===== src/rtl/piso_pkg.sv =====
package piso_pkg;

   // Operation applied to every stage on a rising clock edge
   typedef enum logic [1:0] {
      OP_HOLD  = 2'd0,
      OP_LOAD  = 2'd1,
      OP_SHIFT = 2'd2
   } stage_op_e;

   // Enable is checked first: a frozen chain ignores the select entirely
   function automatic stage_op_e pick_op(input logic run_n, input logic load_n);
      stage_op_e op;
      if (run_n)
         op = OP_HOLD;
      else if (!load_n)
         op = OP_LOAD;
      else
         op = OP_SHIFT;
      return op;
   endfunction

endpackage


===== src/rtl/piso_ctrl.sv =====
module piso_ctrl
   import piso_pkg::*;
(
   input  logic      run_n,
   input  logic      load_n,
   output stage_op_e op
);

   always_comb begin
      op = pick_op(run_n, load_n);
   end

endmodule


===== src/rtl/piso_stage.sv =====
module piso_stage
   import piso_pkg::*;
(
   input  logic      clk,
   input  logic      clear_n,
   input  stage_op_e op,
   input  logic      par_bit,
   input  logic      shift_bit,
   output logic      q
);

   logic nxt;

   always_comb begin
      unique case (op)
         OP_LOAD:  nxt = par_bit;
         OP_SHIFT: nxt = shift_bit;
         default:  nxt = q;
      endcase
   end

   always_ff @(posedge clk or negedge clear_n) begin
      if (!clear_n)
         q <= 1'b0;
      else
         q <= nxt;
   end

endmodule


===== src/rtl/piso_chain_reg.sv =====
module piso_chain_reg
   import piso_pkg::*;
#(
   parameter int WIDTH = 8
)(
   input  logic             clk,
   input  logic             clear_n,
   input  logic             load_n,
   input  logic             run_n,
   input  logic             ser_in,
   input  logic [WIDTH-1:0] par_in,
   output logic             ser_out
);

   localparam int LAST = WIDTH - 1;

   // Elaboration-time parameter check
   generate
      if (WIDTH < 2) begin : g_bad_width
         $error("piso_chain_reg: WIDTH must be at least 2");
      end
   endgenerate

   stage_op_e        op;
   logic [WIDTH-1:0] q;
   logic [WIDTH-1:0] shift_src;

   piso_ctrl u_ctrl (
      .run_n  (run_n),
      .load_n (load_n),
      .op     (op)
   );

   generate
      for (genvar i = 0; i < WIDTH; i++) begin : g_stage
         if (i == 0) begin : g_head
            assign shift_src[i] = ser_in;
         end else begin : g_body
            assign shift_src[i] = q[i-1];
         end

         piso_stage u_stage (
            .clk       (clk),
            .clear_n   (clear_n),
            .op        (op),
            .par_bit   (par_in[i]),
            .shift_bit (shift_src[i]),
            .q         (q[i])
         );
      end
   endgenerate

   assign ser_out = q[LAST];

   // at the first edge after release the chain is still empty
   assert_release_empty_R1: assert property (@(posedge clk) disable iff (!clear_n)
      $rose(clear_n) |-> (q == '0));

   // an enabled load captures the parallel word
   assert_load_word_R2: assert property (@(posedge clk) disable iff (!clear_n)
      (!run_n && !load_n) |=> (q == $past(par_in)));

   // an enabled shift moves every stage up by one
   assert_shift_step_R3: assert property (@(posedge clk) disable iff (!clear_n)
      (!run_n && load_n) |=> (q == {$past(q[LAST-1:0]), $past(ser_in)}));

   // a frozen chain keeps its contents
   assert_hold_frozen_R4: assert property (@(posedge clk) disable iff (!clear_n)
      run_n |=> $stable(q));

endmodule


===== config.mk =====
export PLATFORM = sky130hd
export DESIGN_NAME = piso_chain_reg
export DESIGN_NICKNAME = d
export VERILOG_FILES = /design/src/rtl/piso_pkg.sv /design/src/rtl/piso_ctrl.sv /design/src/rtl/piso_stage.sv /design/src/rtl/piso_chain_reg.sv
export SDC_FILE = /design/constraint.sdc
export NUM_CORES = 1
export LEC_CHECK = 0
export BUFFER_PORTS_ARGS = -buffer_cell sky130_fd_sc_hd__buf_2
export CORE_AREA = 2 2 39 41
export DETAILED_ROUTE_END_ITERATION = 16
export DIE_AREA = 0 0 41 43
export RECOVER_POWER = 100
export SLEW_MARGIN = 20
export SYNTH_ARGS = -nofsm -noshare
export SYNTH_HDL_FRONTEND = slang
export SYNTH_SLANG_ARGS = --single-unit

===== constraint.sdc =====
create_clock -name clk -period 0.8 [get_ports clk]
set_clock_uncertainty 0.05 [all_clocks]
set_input_delay 0.12 -clock clk [delete_from_list [all_inputs] [get_ports clk]]
set_output_delay 0.12 -clock clk [all_outputs]
set_load 0.01 [all_outputs]

Yosys cells after proc, flatten, opt, wreduce, memory -nomap -nowiden. Index checks and enable logic that the tools add are counted.

Register bits: 8. Input port bits: 13. Output and inout bits: 1. Word-level logic and storage cells: 21.

Equal/unequal tests: 2. Muxes and demuxes: 10. Reduce and logical (&&, ||, !) cells: 1.

Operator list (number): 1-bit one-hot mux with 2 select lines (8); 2-bit two-way mux (2); 2-bit by 1-bit equality test with 1-bit output, second input constant (1); 2-bit equality test, second input constant (1); 2-bit nonzero test (1).

Logic depth before layout (Yosys ltp). Gate-level depths: netlist of run 1.

Word-level depth: 4. Mapped depth: 3. Mapped depth without buffers: 2.

Cells and area by module. A second synthesis of run 1 with hierarchy kept.

Cell total of the unflattened synthesis: 50. Area, all modules: 498.0 um2.

Modules (own cells, without submodules): piso_stage (times used 8, cells each 6, area each 60.1 um2, seq. area each 25.0 um2); piso_ctrl (times used 1, cells each 2, area each 17.5 um2, seq. area each 0.0 um2).

Least setup slack after synthesis of run 1. No wires, ideal clock.

Kind: register -> register. From: register g_stage[1].u_stage.q. To: register g_stage[2].u_stage.q. Library setup time: 0.121 ns. Arrival time: 0.532 ns. Required time: 0.629 ns. Path slack: 0.097 ns. Cell stages (with the launch flop): 3. Path buffers: 0. Clock period less this slack: 0.703 ns. Cells stage by stage: dfrtp_1 > mux2i_1 > o21ai_1.

Cells in the longest elaborated chain, start to end: 1.

RTL lines: start: declaration (line piso_stage.sv:9) `output logic q`; start signal: assignment (line piso_stage.sv:26) `q <= nxt;`; 1-bit one-hot mux with 2 select lines (line piso_stage.sv:15) `unique case (op)`; end signal: assignment (line piso_stage.sv:26); end: declaration (line piso_stage.sv:9).

Every way passes these cells. A chain may end at the register's enable or synchronous reset.

Final worst setup path of run 1.
From: register g_stage[7].u_stage.q. To: output ser_out.

RTL lines: start: declaration (line piso_stage.sv:9); start signal: assignment (line piso_stage.sv:26); end: declaration (line piso_chain_reg.sv:12) `output logic ser_out`.

No word-level cell between the ends.

==> results of run 1 <==
==> cell families after synthesis <==
| logic type | after synthesis | share of synthesized area (%) |
|---|---|---|
| AOI/OAI and AO/OA | 8 | 10.7 |
| DFF | 8 | 53.7 |
| muxes | 8 | 21.5 |
| and+or+nand+nor | 8 | 8.05 |
| buffers and inverters | 2 | 6.04 |
==> cell usage in the layout, fill, tap and decap left out, drive strengths merged <==
| cell type | instances |
|---|---|
| dlygate4sd3 | 1 |
| mux2i | 8 |
| clkbuf | 4 |
| dfrtp | 8 |
| buf | 14 |
| o21ai | 8 |
| nand2 | 8 |
==> layer usage <==
metal	vias up	global-route usage, %	part of all wire, %
met2	8	11.6	41
met5	-	0	0
met1	110	11.8	53
li1	150	-	-
met3	0	6.28	5.7
met4	0	8.00	0
==> layout make-up <==
| type | instances | area share [%] |
|---|---|---|
| Sequential cell | 8 | 41.6 |
| Multi-Input combinational cell | 24 | 31.2 |
| Timing Repair Buffer | 16 | 18.4 |
| Clock buffer | 3 | 4.68 |
| Tap cell | 16 | 4.16 |
==> power groups by stage <==
stage | Sequential, mW | Combinational [mW] | Clock [mW]
final | 0.481 | 0.159 | 0.302
after global placement | 0.487 | 0.137 | 0
after global routing | 0.485 | 0.178 | 0.347
after CTS | 0.481 | 0.145 | 0.319
after floorplan | 0.486 | 0.0884 | 0
after detailed placement | 0.489 | 0.141 | 0
==> what timing repair did <==
item / in CTS / in global routing
resized for setup: 0 / 0
endpoints found under the hold margin: 8 / 0
hold buffers: 1 / 0
pin swaps: 0 / 1
setup endpoints to repair: 1 / 4
buffers inserted: 0 / 2
==> final timing paths <==
| kind | cells past startpoint | from | slack, ps | end |
|---|---|---|---|---|
| min in group asynchronous | 2 | clear_n | 270 | g_stage[4].u_stage.q$_DFFE_PN0P_ |
| max reg2reg | 2 | g_stage[2].u_stage.q$_DFFE_PN0P_ | 20 | g_stage[3].u_stage.q$_DFFE_PN0P_ |
| max in group asynchronous | 2 | clear_n | 130 | g_stage[2].u_stage.q$_DFFE_PN0P_ |
| max | 1 | g_stage[7].u_stage.q$_DFFE_PN0P_ | -130 | ser_out |
| min | 3 | par_in[4] | 110 | g_stage[4].u_stage.q$_DFFE_PN0P_ |
| min reg2reg | 2 | g_stage[0].u_stage.q$_DFFE_PN0P_ | 430 | g_stage[0].u_stage.q$_DFFE_PN0P_ |
==> through the flow <==
| stage | setup slack (ps) | cells | area, µm² | setup TNS, ps |
|---|---|---|---|---|
| floorplan | 97.4 | 34 | 373 | 0 |
| global placement | -36.9 | 61 | 435 | -138 |
| detailed placement | -40.2 | 61 | 435 | -211 |
| CTS | -143 | 65 | 468 | -143 |
| global route | -167 | 67 | 482 | -258 |
| finish | -132 | 67 | 482 | -132 |
==> impl_metrics.toml, run 1 <==
[sta]
rsz0062_at_grt = "yes"
setup_viol = 1
slew_headroom_pct = 70.7
max_freq_mhz = 1070
period_needed_ps = 932
worst_slew_pin_slew_ps = 440
min_period_over_period_pct = 116
fin_hold_ws_ps = 107
hold_viol_final = 0
maxSlewViolCount = 0
fin_ws_ps = -132

[cts]
numCtsBuffers = 3
root_buffer = "clkbuf_4"
cts_tree = "done"
clockBufferDepth = 2
cts_max_level = 1
path_clk_slew_ps = 60
clk_latency_ps = 250
numClockSinks = 8

[yosys]
synth.avg_cell_area_um2 = 11.0
synth.top_cell.area_share_pct = 53.7
synth_ff_type = "dfrtp_1"
synth_seq_cells = 8
ys_top_cells_by_count = "dfrtp_1, mux2i_1, nand2_1, o21ai_1, buf_6"
yosysWarnings = 0
synth_top_cell_by_area = "dfrtp_1"
synthArstFlopShare_pct = 100
synth_nets = 47
syn_area_um2 = 373
synth_cell_type_count = 5
synth_edf_count = 0
syn_inst = 34
yosys-top-cells-area = "dfrtp_1, mux2i_1, o21ai_1"
ys_seq_area_share_pct = 53.7

[global_route]
grt_pass1_wl_um = 1070
grt_max_degree = 17
grt_usage_pct = 9.81
first_global_vias = 256
grt_overflow = 0
antenna_found_initial = 0

[pwr]
switching_share_pct = 24.4
pwr-share-comb_pct = 16.9
seq_power_share_pct = 51.1
totalPowerFinal_mw = 0.942
p_int_mw = 0.712
powerDensity_nw_per_um2 = 1950
peakVddDrop_v = 0.000572
clkPwrFrac_pct = 32.1
power.leakage_nw = 0.247
power.switching_mw = 0.230

[worst_setup_path]
path_cells = "buf_2"
crit_type = "flip-flop to output pin"
required_ps = 630
arrival_ps = 760
path_buf_inv = 1
critPathMaxFanout = 2
start_kind = "flip-flop"
critPathTopFamily = "flip-flops"
end_kind = "output pin"
crit_path_max_incr_delay_ps = 380
slowest_stage = "dfrtp_1"

[floorplanning]
rows = 14
initial_core_util_pct = 26.9
die_w_um = 41
placeableCoreArea_um2 = 1380
die_area_um2 = 1760
top_level_ports = 14
die_height_um = 43

[drt]
post_drt_via_cell_ratio = 4.00
drtAntennaViolNets = 0
firstDrtPassIters = 2
drtIter0Drc = 2
vias = 268
wl_um = 687
remaining_drc_errors = 0
wl_per_cell_um = 10.3

[final_layout]
reg_top3 = "g_stage.u_stage.q: 8 flops"
diodes = 0
regMostFlops = "g_stage.u_stage.q"
finalNetCount = 66
largest_register_ffs = 8
seq_area_um2 = 200
multi_input_area_um2 = 150
drive_gt1_share_pct = 33.3
fill_cells = 140
fin_util_pct = 34.8
area_delta_synth_final_pct = 29.2

[flow_run]
cap_viol_max_count = 0

[placed_design]
place_hpwl_um = 524
gp_congestion = 0.655
port_buffers = 13

[status]
status = "complete, but fails checks"
violations = "negative setup slack"

[worst_hold_path]
min_path_type = "input port to flip-flop"
Note: power is estimated with default switching activity, not from simulation.
==> run 2: changes to the inputs <==
--- a/config.mk
+++ b/config.mk
@@ -9,6 +9,7 @@
 export CORE_AREA = 2 2 39 41
 export DETAILED_ROUTE_END_ITERATION = 16
 export DIE_AREA = 0 0 41 43
+export GPL_TIMING_DRIVEN = 0
 export RECOVER_POWER = 100
 export SLEW_MARGIN = 20
 export SYNTH_ARGS = -nofsm -noshare
==> impl_metrics.toml, run 2 (synthesized netlist as in run 1, its figures left out) <==
[status]
status = "complete, but fails checks"
violations = "negative setup slack"

[final_layout]
largest_register_ffs = 8
fin_util_pct = 35.1
drive_gt1_share_pct = 34.0
diodes = 0
reg_top3 = "g_stage.u_stage.q: 8 flops"
regMostFlops = "g_stage.u_stage.q"
finalNetCount = 65
final_cell_mix = "buf_2, mux2i_1, nand2_1, dfrtp_1, o21ai_1"
area_delta_synth_final_pct = 30.2
layout_commonest_cell = "buf_2"

[pwr]
peakVddDrop_v = 0.000591
totalPowerFinal_mw = 0.920
power.leakage_nw = 0.249
powerDensity_nw_per_um2 = 1900

[global_route]
grt_max_degree = 11
grt_pass1_wl_um = 1060
first_global_vias = 266
grt_usage_pct = 9.61
grt_overflow = 0
antenna_found_initial = 0

[worst_setup_path]
crit_type = "flip-flop to output pin"
required_ps = 630
arrival_ps = 760
crit_path_max_incr_delay_ps = 370
start_kind = "flip-flop"
slowest_stage = "dfrtp_1"
ff2ff_path_depth = 2
end_kind = "output pin"
path_buf_inv = 1
critPathMaxFanout = 2
path_cells = "buf_2"
cp.depth = 1
critPathTopFamily = "flip-flops"

[cts]
cts_tree = "done"
cts_max_level = 1
path_clk_slew_ps = 50
clockBufferDepth = 2
cts_resized = 0
numCtsBuffers = 3
numClockSinks = 8
root_buffer = "clkbuf_4"
clk_latency_ps = 240

[worst_hold_path]
min_path_cells = 3
min_path_type = "input port to flip-flop"

[sta]
period_needed_ps = 929
rsz0062_at_grt = "yes"
max_freq_mhz = 1080
fin_ws_ps = -129
maxSlewViolCount = 0
setup_tns_ps = -129
min_period_over_period_pct = 116
fin_hold_ws_ps = 100
slew_headroom_pct = 86.6
worst_slew_pin_slew_ps = 201
hold_viol_final = 0
setup_viol = 1

[drt]
drtAntennaViolNets = 0
wl_per_cell_um = 10.2
vias = 294
firstDrtPassIters = 4
remaining_drc_errors = 0
drtIter0Drc = 3
post_drt_via_cell_ratio = 4.45
wl_um = 676

[placed_design]
place_hpwl_um = 508
gp_congestion = 0.618
port_buffers = 12
pre_cts_slack_ps = 28.2

[floorplanning]
top_level_ports = 14
rows = 14
die_area_um2 = 1760
placeableCoreArea_um2 = 1380
die_w_um = 41
die_height_um = 43
initial_core_util_pct = 26.9

[flow_run]
cap_viol_max_count = 0
## run 2: final timing paths
kind                                             startpoint                                to  slack, ps
setup / recovery           g_stage[7].u_stage.q$_DFFE_PN0P_                           ser_out       -130
hold / removal                                    par_in[1]  g_stage[1].u_stage.q$_DFFE_PN0P_        100
setup reg to reg           g_stage[4].u_stage.q$_DFFE_PN0P_  g_stage[5].u_stage.q$_DFFE_PN0P_         40
hold reg to reg            g_stage[1].u_stage.q$_DFFE_PN0P_  g_stage[1].u_stage.q$_DFFE_PN0P_        430
max in group asynchronous                           clear_n  g_stage[0].u_stage.q$_DFFE_PN0P_        320
min in group asynchronous                           clear_n  g_stage[5].u_stage.q$_DFFE_PN0P_        200
## run 2: stage by stage
stage,std cells,instance area (µm²)
floorplan,34,373
global placement,62,453
detailed placement,62,453
CTS,66,485
global route,66,485
finish,66,485
## run 2: cell type report
type | count | area [µm²]
tap | 16 | 20.0
clock buffer | 3 | 22.5
multi-input combinational | 24 | 150
buffer | 2 | 22.5
sequential | 8 | 200
timing repair buffer | 13 | 70.1
fill | 153 | 898
## run 2: timing repair
action                     CTS  global route
pin swaps                    0             0
gates cloned                 0             0
hold buffers                 1             0
setup endpoints to repair    1             4
hold endpoints to repair     8             0
buffers inserted             0             0
## run 2: routing by layer
layer / part of all wire [%] / GRT usage (%) / wire length [µm]
met2: 45 / 10.9 / 301
met5: 0 / 0 / 0
met4: 0 / 8.00 / 0
met3: 7.7 / 4.71 / 52
met1: 48 / 12.8 / 323
## run 2: power by group
group,internal [mW],switching (mW)
Sequential,0.456,0.0249
Combinational,0.0789,0.0707
Clock,0.170,0.119
Total,0.705,0.215
## run 2: worst register-to-register path, delay by kind of cell, from the launching register on
kind | cells | cell delay, ps
mux | 1 | 160
compound gates | 1 | 70
flops | 1 | 370
==> run 3: changes to the inputs <==
==> constraint.sdc (replaced) <==
create_clock -name clk -period 1.15 [get_ports clk]
set_clock_uncertainty 0.05 [all_clocks]
set_input_delay 0.1725 -clock clk [delete_from_list [all_inputs] [get_ports clk]]
set_output_delay 0.1725 -clock clk [all_outputs]
set_load 0.01 [all_outputs]
==> impl_metrics.toml, run 3 (synthesized netlist as in run 1, its figures left out) <==
[cts]
cts_max_level = 1
root_buffer = "clkbuf_4"
numCtsBuffers = 3
path_clk_slew_ps = 50
post_cts.repair.setup_buffers = 0
clockBufferDepth = 2
cts_tree = "done"
numClockSinks = 8
clk_latency_ps = 240

[final_layout]
layout_commonest_cell = "buf_2"
reg_top3 = "g_stage.u_stage.q: 8 flops"
diodes = 0
drive_gt1_share_pct = 30.0
largest_register_ffs = 8
regMostFlops = "g_stage.u_stage.q"
area_delta_synth_final_pct = 29.5
fill_cells = 154
finalNetCount = 65
final_cell_mix = "buf_2, mux2i_1, nand2_1, o21ai_0, dfrtp_1"

[drt]
wl_per_cell_um = 10.2
drtAntennaViolNets = 0
wl_um = 670
remaining_drc_errors = 0
drtIter0Drc = 4
vias = 291
post_drt_via_cell_ratio = 4.41
firstDrtPassIters = 3

[global_route]
met3_usage_pct = 4.71
grt_overflow = 0
grt_busiest_layer = "met1"
use_met1_pct = 12.8
antenna_found_initial = 0
use_met2_pct = 10.9
grt_max_degree = 11
grt_pass1_wl_um = 1060
grt_usage_pct = 9.61
first_global_vias = 266

[worst_setup_path]
slowest_stage = "dfrtp_1"
cp.depth = 1
ff2ff_path_depth = 2
r2r_slack_ps = 380
endpoint = "ser_out"
rr_startpoint = "g_stage[4].u_stage.q$_DFFE_PN0P_"
critPathMaxFanout = 2
crit_type = "flip-flop to output pin"
reg2reg_to = "g_stage[5].u_stage.q$_DFFE_PN0P_"
crit_path_max_incr_delay_ps = 380
arrival_ps = 750
required_ps = 930
start_kind = "flip-flop"
cp-startpoint = "g_stage[7].u_stage.q$_DFFE_PN0P_"
critPathTopFamily = "flip-flops"
path_buf_inv = 1
path_cells = "clkbuf_1"
end_kind = "output pin"

[pwr]
powerDensity_nw_per_um2 = 1310
peakVddDrop_v = 0.000410
power.leakage_nw = 0.242

[placed_design]
port_buffers = 12
gp_congestion = 0.618
place_hpwl_um = 508
pre_cts_slack_ps = 373

[worst_hold_path]
min_path_type = "input port to flip-flop"
hp-start = "run_n"

[sta]
setup_viol = 0
worst_slew_pin_slew_ps = 434
maxSlewViolCount = 0
hold_viol_final = 0
slew_headroom_pct = 71.0
rsz0062_at_grt = "no"
min_period_over_period_pct = 84.4
max_freq_mhz = 1030
period_needed_ps = 970
setup_tns_ps = 0
fin_ws_ps = 180

[flow_run]
cap_viol_max_count = 0

[floorplanning]
die_area_um2 = 1760
rows = 14
top_level_ports = 14
initial_core_util_pct = 26.9
placeableCoreArea_um2 = 1380
die_height_um = 43
die_w_um = 41

[status]
status = "finished, final reports clean"
-- run 3: area by class of cell --
class                      count  area (µm²)  area share [%]
multi-input combinational     24         150            31.1
sequential                     8         200            41.5
timing repair buffer          13        67.6            14.0
buffer                         2        22.5            4.66
tap                           16        20.0            4.15
clock buffer                   3        22.5            4.66
-- run 3: worst min path at each step --
stage                                        to  slack, ps  cells past startpoint
2_1_floorplan  g_stage[0].u_stage.q$_DFFE_PN0P_       -170                      0
3_3_place_gp   g_stage[4].u_stage.q$_DFFE_PN0P_        -30                      1
3_5_place_dp   g_stage[5].u_stage.q$_DFFE_PN0P_        -20                      1
4_1_cts        g_stage[1].u_stage.q$_DFFE_PN0P_        150                      3
5_1_grt        g_stage[4].u_stage.q$_DFFE_PN0P_        180                      2
6_report       g_stage[4].u_stage.q$_DFFE_PN0P_        170                      2
-- run 3: timing repair --
action,CTS,global route
hold endpoints to repair,8,0
hold buffers,1,0
gates resized for setup,0,0
-- run 3: per-layer routing --
| metal | share of wire, % | vias to the layer above |
|---|---|---|
| met2 | 45 | 8 |
| li1 | - | 149 |
| met4 | 0 | 0 |
| met5 | 0 | - |
| met1 | 47 | 134 |
| met3 | 7.0 | 0 |
-- run 3: stage by stage --
step                      power (mW)  std cells  util [%]  hold WS [ps]  instance area [µm²]
after floorplan                0.399         34         -          -173                  373
after global placement         0.441         62      32.7         -28.6                  453
after detailed placement       0.444         62      32.7         -23.4                  453
after CTS                      0.657         66      35.1           147                  485
after global routing           0.685         66      34.9           179                  483
final                          0.633         66      34.9           168                  483
-- run 3: power by group --
group          internal [mW]  leakage, nW  switching, mW
clock network          0.119       0.0138         0.0830
logic                 0.0507        0.129         0.0461
registers              0.317       0.0991         0.0175
